[src/rtl/nand_tgt_pkg.sv]
package nand_tgt_pkg;

  typedef enum logic [2:0] {
    CMD_RESET  = 3'd0,
    CMD_STATUS = 3'd1,
    CMD_READ   = 3'd2,
    CMD_PROG   = 3'd3,
    CMD_ERASE  = 3'd4
  } cmd_e;

  localparam logic [1:0] KIND_CMD   = 2'd0;
  localparam logic [1:0] KIND_ADDR  = 2'd1;
  localparam logic [1:0] KIND_WDATA = 2'd2;
  localparam logic [1:0] KIND_RDATA = 2'd3;

  localparam int unsigned SLOTS = 5;
  localparam int unsigned PTR_W = 3;
  localparam logic [PTR_W-1:0] PTR_FULL = 3'd5;

  typedef struct packed {
    logic ok;
    cmd_e op;
  } cmd_dec_t;

  function automatic cmd_dec_t decode_cmd(input logic [7:0] b);
    cmd_dec_t r;
    r.ok = 1'b1;
    case (b)
      8'hFF:   r.op = CMD_RESET;
      8'h70:   r.op = CMD_STATUS;
      8'h00:   r.op = CMD_READ;
      8'h80:   r.op = CMD_PROG;
      8'h60:   r.op = CMD_ERASE;
      default: begin
        r.ok = 1'b0;
        r.op = CMD_RESET;
      end
    endcase
    return r;
  endfunction

endpackage

[src/rtl/nand_tgt_ctl.sv]
module nand_tgt_ctl
  import nand_tgt_pkg::*;
(
  input  logic             clk,
  input  logic             rst_n,
  input  logic             chunk_vld,
  input  logic [1:0]       chunk_kind,
  input  logic [7:0]       chunk_byte,
  output logic [PTR_W-1:0] ptr_q,
  output cmd_e             cmd_q,
  output cmd_e             cfm_q,
  output logic             err_q,
  output logic             addr_we,
  output logic             wr_acc,
  output logic             rd_page,
  output logic             rd_stat,
  output logic             cfm_acc,
  output logic [1:0]       cfm_code
);

  logic [PTR_W-1:0] ptr_d;
  cmd_e             cmd_d;
  cmd_e             cfm_d;
  logic             err_d;
  cmd_dec_t         dec;
  logic             pend_cfm;
  logic             dbl_cmd;

  always_comb begin
    dec      = decode_cmd(chunk_byte);
    dbl_cmd  = (cmd_q == CMD_READ) || (cmd_q == CMD_PROG) || (cmd_q == CMD_ERASE);
    pend_cfm = (ptr_q == PTR_FULL) && dbl_cmd && (cfm_q == CMD_RESET);
    ptr_d    = ptr_q;
    cmd_d    = cmd_q;
    cfm_d    = cfm_q;
    err_d    = err_q;
    addr_we  = 1'b0;
    wr_acc   = 1'b0;
    rd_page  = 1'b0;
    rd_stat  = 1'b0;
    cfm_acc  = 1'b0;
    if (chunk_vld) begin
      case (chunk_kind)
        KIND_CMD: begin
          if (!dec.ok) begin
            err_d = 1'b1;
          end else if (pend_cfm && (dec.op != CMD_RESET)) begin
            cfm_d   = dec.op;
            err_d   = 1'b0;
            cfm_acc = 1'b1;
          end else begin
            cmd_d = dec.op;
            cfm_d = CMD_RESET;
            err_d = 1'b0;
            case (dec.op)
              CMD_READ, CMD_PROG: ptr_d = 3'd0;
              CMD_ERASE:          ptr_d = 3'd2;
              default:            ptr_d = PTR_FULL;
            endcase
          end
        end
        KIND_ADDR: begin
          if (ptr_q < PTR_FULL) begin
            addr_we = 1'b1;
            ptr_d   = ptr_q + 3'd1;
          end else begin
            err_d = 1'b1;
          end
        end
        KIND_WDATA: begin
          if (cfm_q == CMD_PROG) wr_acc = 1'b1;
          else                   err_d  = 1'b1;
        end
        default: begin
          if ((cmd_q == CMD_STATUS) || (cfm_q == CMD_STATUS)) rd_stat = 1'b1;
          else if (cfm_q == CMD_READ)                         rd_page = 1'b1;
          else                                                err_d   = 1'b1;
        end
      endcase
    end
  end

  always_comb begin
    case (cmd_q)
      CMD_READ:  cfm_code = 2'd1;
      CMD_PROG:  cfm_code = 2'd2;
      CMD_ERASE: cfm_code = 2'd3;
      default:   cfm_code = 2'd0;
    endcase
  end

  always_ff @(posedge clk or negedge rst_n) begin
    if (!rst_n) begin
      ptr_q <= PTR_FULL;
      cmd_q <= CMD_RESET;
      cfm_q <= CMD_RESET;
      err_q <= 1'b0;
    end else if (chunk_vld) begin
      ptr_q <= ptr_d;
      cmd_q <= cmd_d;
      cfm_q <= cfm_d;
      err_q <= err_d;
    end
  end

endmodule

[src/rtl/nand_tgt_addr.sv]
module nand_tgt_addr
  import nand_tgt_pkg::*;
#(
  parameter int unsigned COL_W  = 4,
  parameter int unsigned PAGE_W = 3,
  parameter int unsigned BLK_W  = 4,
  parameter int unsigned LUN_W  = 1
) (
  input  logic              clk,
  input  logic              rst_n,
  input  logic              addr_we,
  input  logic [PTR_W-1:0]  slot,
  input  logic [7:0]        byte_in,
  input  logic              col_inc,
  output logic [COL_W-1:0]  col_q,
  output logic [PAGE_W-1:0] page,
  output logic [BLK_W-1:0]  block,
  output logic [LUN_W-1:0]  lun,
  output logic [LUN_W-1:0]  act_lun_q
);

  localparam int unsigned ROW_W  = 24;
  localparam int unsigned BLK_SH = PAGE_W;
  localparam int unsigned LUN_SH = PAGE_W + BLK_W;

  logic [7:0]        areg_q [SLOTS];
  logic [ROW_W-1:0]  row;
  logic [ROW_W-1:0]  row_next;
  logic [COL_W-1:0]  col_d;
  logic [LUN_W-1:0]  act_lun_d;
  logic              last_slot;

  for (genvar s = 0; s < SLOTS; s++) begin : g_slot
    always_ff @(posedge clk or negedge rst_n) begin
      if (!rst_n)                                   areg_q[s] <= 8'h00;
      else if (addr_we && (slot == PTR_W'(s)))      areg_q[s] <= byte_in;
    end
  end

  always_comb begin
    row       = {areg_q[4], areg_q[3], areg_q[2]};
    row_next  = {byte_in, areg_q[3], areg_q[2]};
    page      = PAGE_W'(row);
    block     = BLK_W'(row >> BLK_SH);
    lun       = LUN_W'(row >> LUN_SH);
    last_slot = addr_we && (slot == 3'd4);
    col_d     = col_q;
    act_lun_d = act_lun_q;
    if (last_slot) begin
      col_d     = COL_W'({areg_q[1], areg_q[0]});
      act_lun_d = LUN_W'(row_next >> LUN_SH);
    end else if (col_inc) begin
      col_d = col_q + {{(COL_W-1){1'b0}}, 1'b1};
    end
  end

  always_ff @(posedge clk or negedge rst_n) begin
    if (!rst_n) begin
      col_q     <= '0;
      act_lun_q <= '0;
    end else if (last_slot || col_inc) begin
      col_q     <= col_d;
      act_lun_q <= act_lun_d;
    end
  end

endmodule

[src/rtl/nand_tgt_pgbuf.sv]
module nand_tgt_pgbuf #(
  parameter int unsigned COL_W = 4,
  parameter int unsigned LUN_W = 1
) (
  input  logic             clk,
  input  logic             rst_n,
  input  logic             wr_acc,
  input  logic             rd_page,
  input  logic             rd_stat,
  input  logic             cfm_acc,
  input  logic [1:0]       cfm_code,
  input  logic [LUN_W-1:0] act_lun,
  input  logic [COL_W-1:0] col,
  input  logic [7:0]       wdata,
  output logic [7:0]       rd_data
);

  localparam int unsigned NUM_LUNS = 1 << LUN_W;
  localparam int unsigned DEPTH    = 1 << COL_W;

  logic [7:0] mem_q  [NUM_LUNS][DEPTH];
  logic [1:0] code_q [NUM_LUNS];
  logic [7:0] rd_d;

  always_ff @(posedge clk) begin
    if (wr_acc) mem_q[act_lun][col] <= wdata;
  end

  for (genvar l = 0; l < NUM_LUNS; l++) begin : g_lun
    always_ff @(posedge clk or negedge rst_n) begin
      if (!rst_n)                                  code_q[l] <= 2'd0;
      else if (cfm_acc && (act_lun == LUN_W'(l)))  code_q[l] <= cfm_code;
    end
  end

  always_comb begin
    rd_d = rd_data;
    if (rd_page)      rd_d = mem_q[act_lun][col];
    else if (rd_stat) rd_d = {6'b010000, code_q[act_lun]};
  end

  always_ff @(posedge clk or negedge rst_n) begin
    if (!rst_n)                  rd_data <= 8'h00;
    else if (rd_page || rd_stat) rd_data <= rd_d;
  end

endmodule

[src/rtl/nand_tgt_decoder.sv]
module nand_tgt_decoder
  import nand_tgt_pkg::*;
#(
  parameter int unsigned COL_W  = 4,
  parameter int unsigned PAGE_W = 3,
  parameter int unsigned BLK_W  = 4,
  parameter int unsigned LUN_W  = 1
) (
  input  logic              clk,
  input  logic              rst_n,
  input  logic              chunk_vld,
  input  logic [1:0]        chunk_kind,
  input  logic [7:0]        chunk_byte,
  output logic [7:0]        rd_data,
  output logic              proto_err,
  output logic [COL_W-1:0]  col_addr,
  output logic [PAGE_W-1:0] page_addr,
  output logic [BLK_W-1:0]  block_addr,
  output logic [LUN_W-1:0]  lun_addr
);

  logic [1:0]       rs_q;
  logic             rst_sync_n;
  logic [PTR_W-1:0] ptr;
  cmd_e             cmd_st;
  cmd_e             cfm_st;
  logic             addr_we;
  logic             wr_acc;
  logic             rd_page;
  logic             rd_stat;
  logic             cfm_acc;
  logic [1:0]       cfm_code;
  logic [LUN_W-1:0] act_lun;

  always_ff @(posedge clk or negedge rst_n) begin
    if (!rst_n) rs_q <= 2'b00;
    else        rs_q <= {rs_q[0], 1'b1};
  end
  assign rst_sync_n = rs_q[1];

  nand_tgt_ctl u_ctl (
    .clk        (clk),
    .rst_n      (rst_sync_n),
    .chunk_vld  (chunk_vld),
    .chunk_kind (chunk_kind),
    .chunk_byte (chunk_byte),
    .ptr_q      (ptr),
    .cmd_q      (cmd_st),
    .cfm_q      (cfm_st),
    .err_q      (proto_err),
    .addr_we    (addr_we),
    .wr_acc     (wr_acc),
    .rd_page    (rd_page),
    .rd_stat    (rd_stat),
    .cfm_acc    (cfm_acc),
    .cfm_code   (cfm_code)
  );

  nand_tgt_addr #(
    .COL_W  (COL_W),
    .PAGE_W (PAGE_W),
    .BLK_W  (BLK_W),
    .LUN_W  (LUN_W)
  ) u_addr (
    .clk       (clk),
    .rst_n     (rst_sync_n),
    .addr_we   (addr_we),
    .slot      (ptr),
    .byte_in   (chunk_byte),
    .col_inc   (wr_acc || rd_page),
    .col_q     (col_addr),
    .page      (page_addr),
    .block     (block_addr),
    .lun       (lun_addr),
    .act_lun_q (act_lun)
  );

  nand_tgt_pgbuf #(
    .COL_W (COL_W),
    .LUN_W (LUN_W)
  ) u_buf (
    .clk      (clk),
    .rst_n    (rst_sync_n),
    .wr_acc   (wr_acc),
    .rd_page  (rd_page),
    .rd_stat  (rd_stat),
    .cfm_acc  (cfm_acc),
    .cfm_code (cfm_code),
    .act_lun  (act_lun),
    .col      (col_addr),
    .wdata    (chunk_byte),
    .rd_data  (rd_data)
  );

endmodule

[config.mk]
export PLATFORM = sky130hd
export DESIGN_NAME = nand_tgt_decoder
export DESIGN_NICKNAME = d
export VERILOG_FILES = /design/src/rtl/nand_tgt_pkg.sv /design/src/rtl/nand_tgt_ctl.sv /design/src/rtl/nand_tgt_addr.sv /design/src/rtl/nand_tgt_pgbuf.sv /design/src/rtl/nand_tgt_decoder.sv
export SDC_FILE = /design/constraint.sdc
export NUM_CORES = 1
export LEC_CHECK = 0
export BUFFER_PORTS_ARGS = -buffer_cell sky130_fd_sc_hd__buf_2
export CAP_MARGIN = 30
export CORE_UTILIZATION = 60
export CTS_CLUSTER_DIAMETER = 80
export CTS_CLUSTER_SIZE = 24
export DETAILED_ROUTE_END_ITERATION = 10
export PLACE_DENSITY = 0.86
export SYNTH_ARGS = -nofsm -noshare
export SYNTH_HDL_FRONTEND = slang
export SYNTH_SLANG_ARGS = --single-unit
[constraint.sdc]
create_clock -name clk -period 1.32 [get_ports clk]
set_input_delay 0.198 -clock clk [delete_from_list [all_inputs] [get_ports clk]]
set_output_delay 0.198 -clock clk [all_outputs]
set_load 0.01 [all_outputs]
* After elaboration in Yosys (flattened, before gate mapping)
Memory sizes are Yosys's and may differ from the RTL's.
Cells that the tools add are included.
** Storage, ports and cells
- Logic and storage cells :: 128
- Bits in writable memories :: 256
- Memory bits (read-only) :: 0
- Output and inout port bits :: 21
- Bits in latches :: 0
- Bits of input ports :: 13
- Memories :: 1
- Flip-flop bits (word level) :: 41
** Memories
- u_buf.mem_q :: depth 2, bits a word 128, read ports 1, clocked after memory_dff 0, wr ports 1, RTL line nand_tgt_pgbuf.sv:21 : logic [7:0] mem_q [NUM_LUNS][DEPTH];
** Cells by class
- Reductions and logical operators :: 33
- Divide/modulo/power cells :: 0
- Mux-type cells :: 46
- Multiply operators :: 0
- Equal/unequal tests :: 26
- Add/sub/neg operators :: 2
- Magnitude comparators :: 4
- Shifts and indexed selects :: 0
- Bitwise gates (word level) :: 4
** Operator list (count)
- $mux 128 :: 1
- $mux 8 :: 5
- $bmux 8 s4 :: 1
- $demux 8 s4 :: 1
- $mux 1 :: 24
- $eq 3x2->1 const B :: 7
- $eq 8x7->1 const B :: 2
- $eq 8x8->1 const B :: 2
- $eq 3x3->1 const B :: 4
- $mux 3 :: 4
- $pmux 3 s2 :: 2
- $pmux 3 s4 :: 1
- $reduce_and 5->1 :: 2
- $logic_and 1x1->1 :: 9
- $logic_not 8->1 :: 1
- $mux 4 :: 2
- $ne 4x4->1 const B :: 2
- $eq 3x1->1 const B :: 2
- $logic_not 3->1 :: 2
- $logic_or 1x1->1 :: 6
- $mux 2 :: 3
- $ne 2x2->1 const B :: 3
- $pmux 2 s3 :: 1
- $reduce_and 2->1 :: 3
- other kinds (21) :: 25

* Depth between registers and ports, before layout
- Depth after elaboration :: 11
- Mapped depth :: 9
- Depth with buffers taken out :: 7

* Modules after synthesis
A second synthesis with hierarchy kept.
** Second synthesis, totals
- Cell total of the unflattened synthesis :: 746
- Area total of the unflattened synthesis :: 12244.2 um^2
** Modules (own cells, without submodules)
- nand_tgt_pgbuf :: instances 1, cells each 609, area each 10558.9 um^2, sequential area each 7987.7 um^2
- nand_tgt_addr :: instances 1, cells each 56, area each 829.5 um^2, sequential area each 425.4 um^2
- nand_tgt_ctl :: instances 1, cells each 77, area each 795.8 um^2, sequential area each 252.7 um^2
- nand_tgt_decoder :: instances 1, cells each 4, area each 60.1 um^2, sequential area each 50.0 um^2

* Worst setup path after synthesis
OpenSTA, ideal clock, no wires.
- Path kind :: flip-flop to flip-flop
- From :: reg u_addr.col_q[1]
- To :: mem u_buf.mem_q[0][24] (netlist bit) (enable)
- Cell stages (with the launch flop) :: 7
- Buffers on the path :: 2
- Arrival time :: 2.064 ns
- Required time :: 0.937 ns
- Clock period less this slack :: 2.447 ns
- Setup slack :: -1.127 ns
- Setup time :: 0.383 ns
- Cell sequence :: dfrtp_1 -> clkbuf_1 -> inv_1 -> clkbuf_1 -> ha_1 -> nand2_1 -> nor3_1
** Between the ends
- Cells in the longest elaborated chain, start to end :: 6
- Elaborated cells on any way between the ends :: 7
- Classes of those cells :: 2 x order compare; 3 x mux; 1 x bitwise; 1 x reduce/logical
** Ends and longest elaborated chain
- from (decl) :: RTL line nand_tgt_addr.sv:15 : output logic [COL_W-1:0] col_q,
- from (signal assigned) :: RTL line nand_tgt_addr.sv:62 : col_q <= col_d;
- $not 4->5 (implied by the code) (*) :: RTL line nand_tgt_pgbuf.sv:26 : if (wr_acc) mem_q[act_lun][col] <= wdata;
- $ge 5x5->1 (implied by the code) or $lt 5x1->1 (tied branches) :: RTL line nand_tgt_pgbuf.sv:26
- $logic_and 1x1->1 (implied by the code) :: RTL line nand_tgt_pgbuf.sv:26
- $mux 8 (implied by the code) :: RTL line nand_tgt_pgbuf.sv:26
- $demux 8 s4 (*) :: RTL line nand_tgt_pgbuf.sv:26
- $mux 128 (implied by the code) (*) :: RTL line nand_tgt_pgbuf.sv:26
- to (decl) :: RTL line nand_tgt_pgbuf.sv:21
Mark *: on every way between the ends. The rest lies on a longest branch, timed or not.

* Worst setup path after layout
- From :: reg u_addr.act_lun_q
- To :: reg u_buf.rd_data[2]
** Between the ends
- Cells in the longest elaborated chain, start to end :: 5
** Ends and longest elaborated chain
- from (decl) :: RTL line nand_tgt_addr.sv:19 : output logic [LUN_W-1:0] act_lun_q
- from (signal assigned) :: RTL line nand_tgt_addr.sv:63 : act_lun_q <= act_lun_d;
- $mem_v2 2x128
- $bmux 8 s4 :: RTL line nand_tgt_pgbuf.sv:38 : if (rd_page) rd_d = mem_q[act_lun][col];
- $mux 8 (implied by the code) (2 in series) :: RTL line nand_tgt_pgbuf.sv:38
- $mux 8 :: RTL line nand_tgt_pgbuf.sv:38
- to (signal assigned) :: RTL line nand_tgt_pgbuf.sv:44 : else if (rd_page || rd_stat) rd_data <= rd_d;
- to (decl) :: RTL line nand_tgt_pgbuf.sv:15 : output logic [7:0] rd_data
No other way between the ends. The select of a mux whose other input is x is not followed.
A chain may end at the register's enable or synchronous reset.

==> results.py <==
metrics = {
    "place": {
        "numPortBuffers": 33,
        "dpl_cell_area_um2": 14000,
        "dp_hpwl_um": 21200,
        "dp_cells": 1097,
        "place_congestion": 1.00,
        "post-place-ws_ns": -0.968,
    },
    "run_status": {
        "violations": "negative setup slack",
        "run_status": "complete, but fails checks",
    },
    "power_and_ir_drop": {
        "p_total_mw": 23.6,
        "ir_drop_uv": 1380,
        "power.leakage_nw": 5.56,
        "power.density_nw_per_um2": 1470,
    },
    "grt": {
        "grt_usage_pct": 35.7,
        "antenna_found_initial": 0,
        "grt_pass1_vias": 7958,
        "grt_overflow": 0,
        "grt_pass1_wl_um": 51400,
        "grt_max_degree": 35,
    },
    "critical_path": {
        "reg2reg_from": "u_addr.act_lun_q",
        "crit_type": "flop to flop",
        "critPathSlowestCell": "dfrtp_4",
        "crit_chain": "buf_12 -> buf_4 -> mux4_2 -> or3_1 -> o21ai_1 -> o21ai_1 -> a22o_1",
        "crit_path_max_fanout": 4,
        "cp_top_family": "flip-flops",
        "cp_data_arrival_time_ns": 2.56,
        "path_common_cell": "o21ai_1",
        "r2r_slack_ns": -0.85,
        "required_ns": 1.71,
        "max_stage_delay_ns": 0.53,
        "start_kind": "flop",
        "r2r_cells": 7,
        "crit_buf_inv": 2,
        "endpoint_kind": "flop",
        "reg2reg_to": "u_buf.rd_data[2]",
    },
    "cells_and_area": {
        "final_area_um2": 16100,
        "diodes": 0,
        "layout-drive-gt1-share_pct": 48.8,
        "layoutNonFillerInstCount": 1188,
        "nets": 934,
        "area_growth_syn_to_layout_pct": 32.4,
    },
    "timing": {
        "hold_viol_final": 0,
        "finalSetupTns_ns": -172.29,
        "setup_viol": 301,
        "worstMarginPinSlew_ns": 0.870,
        "finalCritPeriodShare_pct": 164,
        "min_period_ns": 2.17,
        "fin_skew_ns": 0.0233,
        "fmax_ghz": 0.461,
        "drv_slew": 0,
        "rsz0062_at_grt": "true",
        "relSlewSlack_pct": 41.4,
        "setup_ws_ns": -0.850,
    },
    "floorplanning": {
        "num_rows": 51,
        "chipHeight_um": 144,
        "io_pins": 34,
        "core_um2": 19700,
        "start_util_pct": 61.8,
        "dieArea_um2": 20800,
        "die_x_um": 144,
    },
    "clock_tree": {
        "root_buffer": "clkbuf_16",
        "cts_made_buffers": 16,
        "cts_buffer_depth": 3,
        "path_clk_slew_ns": 0.11,
        "clock_latency_ns": 0.51,
        "clock-sinks": 297,
        "cts_tree": "built",
        "htree_num_levels": 1,
    },
    "logic_synthesis": {
        "synthArstFlopShare_pct": 13.8,
        "synth_cells": 705,
        "synth.top_cell.area_share_pct": 63.3,
        "synth_area_leaders": "edfxtp_1 (63%), dfrtp_1 (8.0%), mux4_2 (7.8%)",
        "synth_nets": 726,
        "synth_top_area_cell": "edfxtp_1",
        "ys_warn_count": 0,
        "yosys.cell_types.count": 52,
        "synth_area_um2": 12100,
        "ys_ff_latch": 297,
        "synth-edff-count": 256,
        "yosys-top-cells-count": "edfxtp_1 (256), mux2i_1 (51), mux4_2 (42)",
        "yosys.cell_count.top_type": "edfxtp_1",
        "synth-seq-area-share_pct": 71.7,
        "synth_ff_type": "edfxtp_1",
        "syn_avg_cell_area_um2": 17.2,
    },
    "route": {
        "wl_um": 37000,
        "viasPerCell": 6.86,
        "drtIter0Drc": 1000,
        "drc": 0,
        "dr.pass1.iters": 6,
        "vias": 8153,
        "ant_nets": 0,
        "wl_per_cell_um": 31.2,
    },
    "hold_path": {
        "hp-class": "input port to async pin",
    },
    "flow_run": {
        "cap_violations": 0,
    },
}
==> layer usage <==
layer  global-route usage (%)  up-vias  part of all wire (%)
met4                     13.8        0                   5.5
li1                         -     3188                     -
met1                     47.8     4171                    35
met3                     6.16      154                    11
met2                     59.2      640                    49
met5                        0        -                     0
==> metrics by stage <==
stage	util (%)	hold WS, ns
final	81.8	0.0183
after global routing	81.8	0.0103
after CTS	80.1	0.0168
after detailed placement	71.2	-0.0139
after global placement	71.2	-0.0170
after floorplan	-	-0.0976
==> logic make-up after synthesis <==
logic type,Yosys count,share of synthesized area (%)
flip-flops,297,71.7
AO/OA/AOI/OAI,84,4.71
buffers and inverters,45,2.20
multiplexers,118,14.3
AND/OR/NAND/NOR,147,5.82
adder cells (fa/ha/maj),8,0.824
XOR/XNOR,5,0.360
other,1,0.0309
==> worst max-delay path by stage <==
stage	endpoint	slack (ns)	from	depth (start not counted)
floorplan	u_buf.mem_q[0][0]	-0.64	u_ctl.cfm_q[2]	4
global placement	u_buf.rd_data[5]	-0.81	u_addr.act_lun_q	7
detailed placement	u_buf.rd_data[5]	-0.97	u_addr.act_lun_q	7
CTS	u_buf.rd_data[5]	-0.77	u_addr.act_lun_q	8
global route	u_buf.rd_data[2]	-0.89	u_addr.act_lun_q	7
finish	u_buf.rd_data[2]	-0.85	u_addr.act_lun_q	7
==> registers in the layout (all words and copies together) (netlist names) <==
name	cells
u_buf.code_q	4
u_buf.rd_data	8
u_addr.areg_q	4
u_ctl.ptr_q	3
rs_q	2
u_addr.col_q	4
u_ctl.err_q	1
u_addr.page	3
u_ctl.cmd_q	3
u_buf.mem_q	256
u_addr.block	4
u_addr.lun	1
u_addr.act_lun_q	1
u_ctl.cfm_q	3
==> layout by cell type (no fill, tap or decap), types with 6 or more instances in the layout <==
cell,instances
buf_4,118
buf_12,31
a21oi_1,7
mux2i_2,8
dfrtp_1,30
mux2_4,15
mux4_2,42
a22oi_1,6
nand3_1,7
a22o_1,9
edfxtp_1,256
nor2_4,25
o21ai_2,6
nor2b_1,9
buf_16,6
clkbuf_16,17
mux2_2,10
mux2i_4,12
a22oi_2,13
buf_2,30
nor3_4,13
clkbuf_1,9
buf_6,40
o21ai_1,15
nand2_1,30
mux2i_1,31
nor2_1,16
dfrtp_2,8
==> report_power, final <==
group          total [mW]  leakage (nW)  internal [mW]  switching [mW]
logic                7.71          2.50           3.79            3.92
registers            10.6          2.82           10.4           0.207
clock network        5.34         0.231           2.45            2.89
==> cell type report <==
class | count | area, µm²
tap | 265 | 332
sequential | 297 | 8730
timing repair buffer | 229 | 2340
clock inverter | 2 | 17.5
multi-input combinational | 363 | 4170
inverter | 6 | 25.0
clock buffer | 26 | 459
fill | 908 | 3570
==> repair_timing <==
| action | 4_1_cts | 5_1_grt |
|---|---|---|
| endpoints found under the hold margin | 2 | 0 |
| resized for setup | 132 | 56 |
| setup endpoints to repair | 301 | 304 |
| pin swaps | 56 | 34 |
| buffers inserted | 48 | 13 |
| hold buffers | 1 | 0 |
| gates cloned | 6 | 0 |
Power figures use the tool's default switching activity.
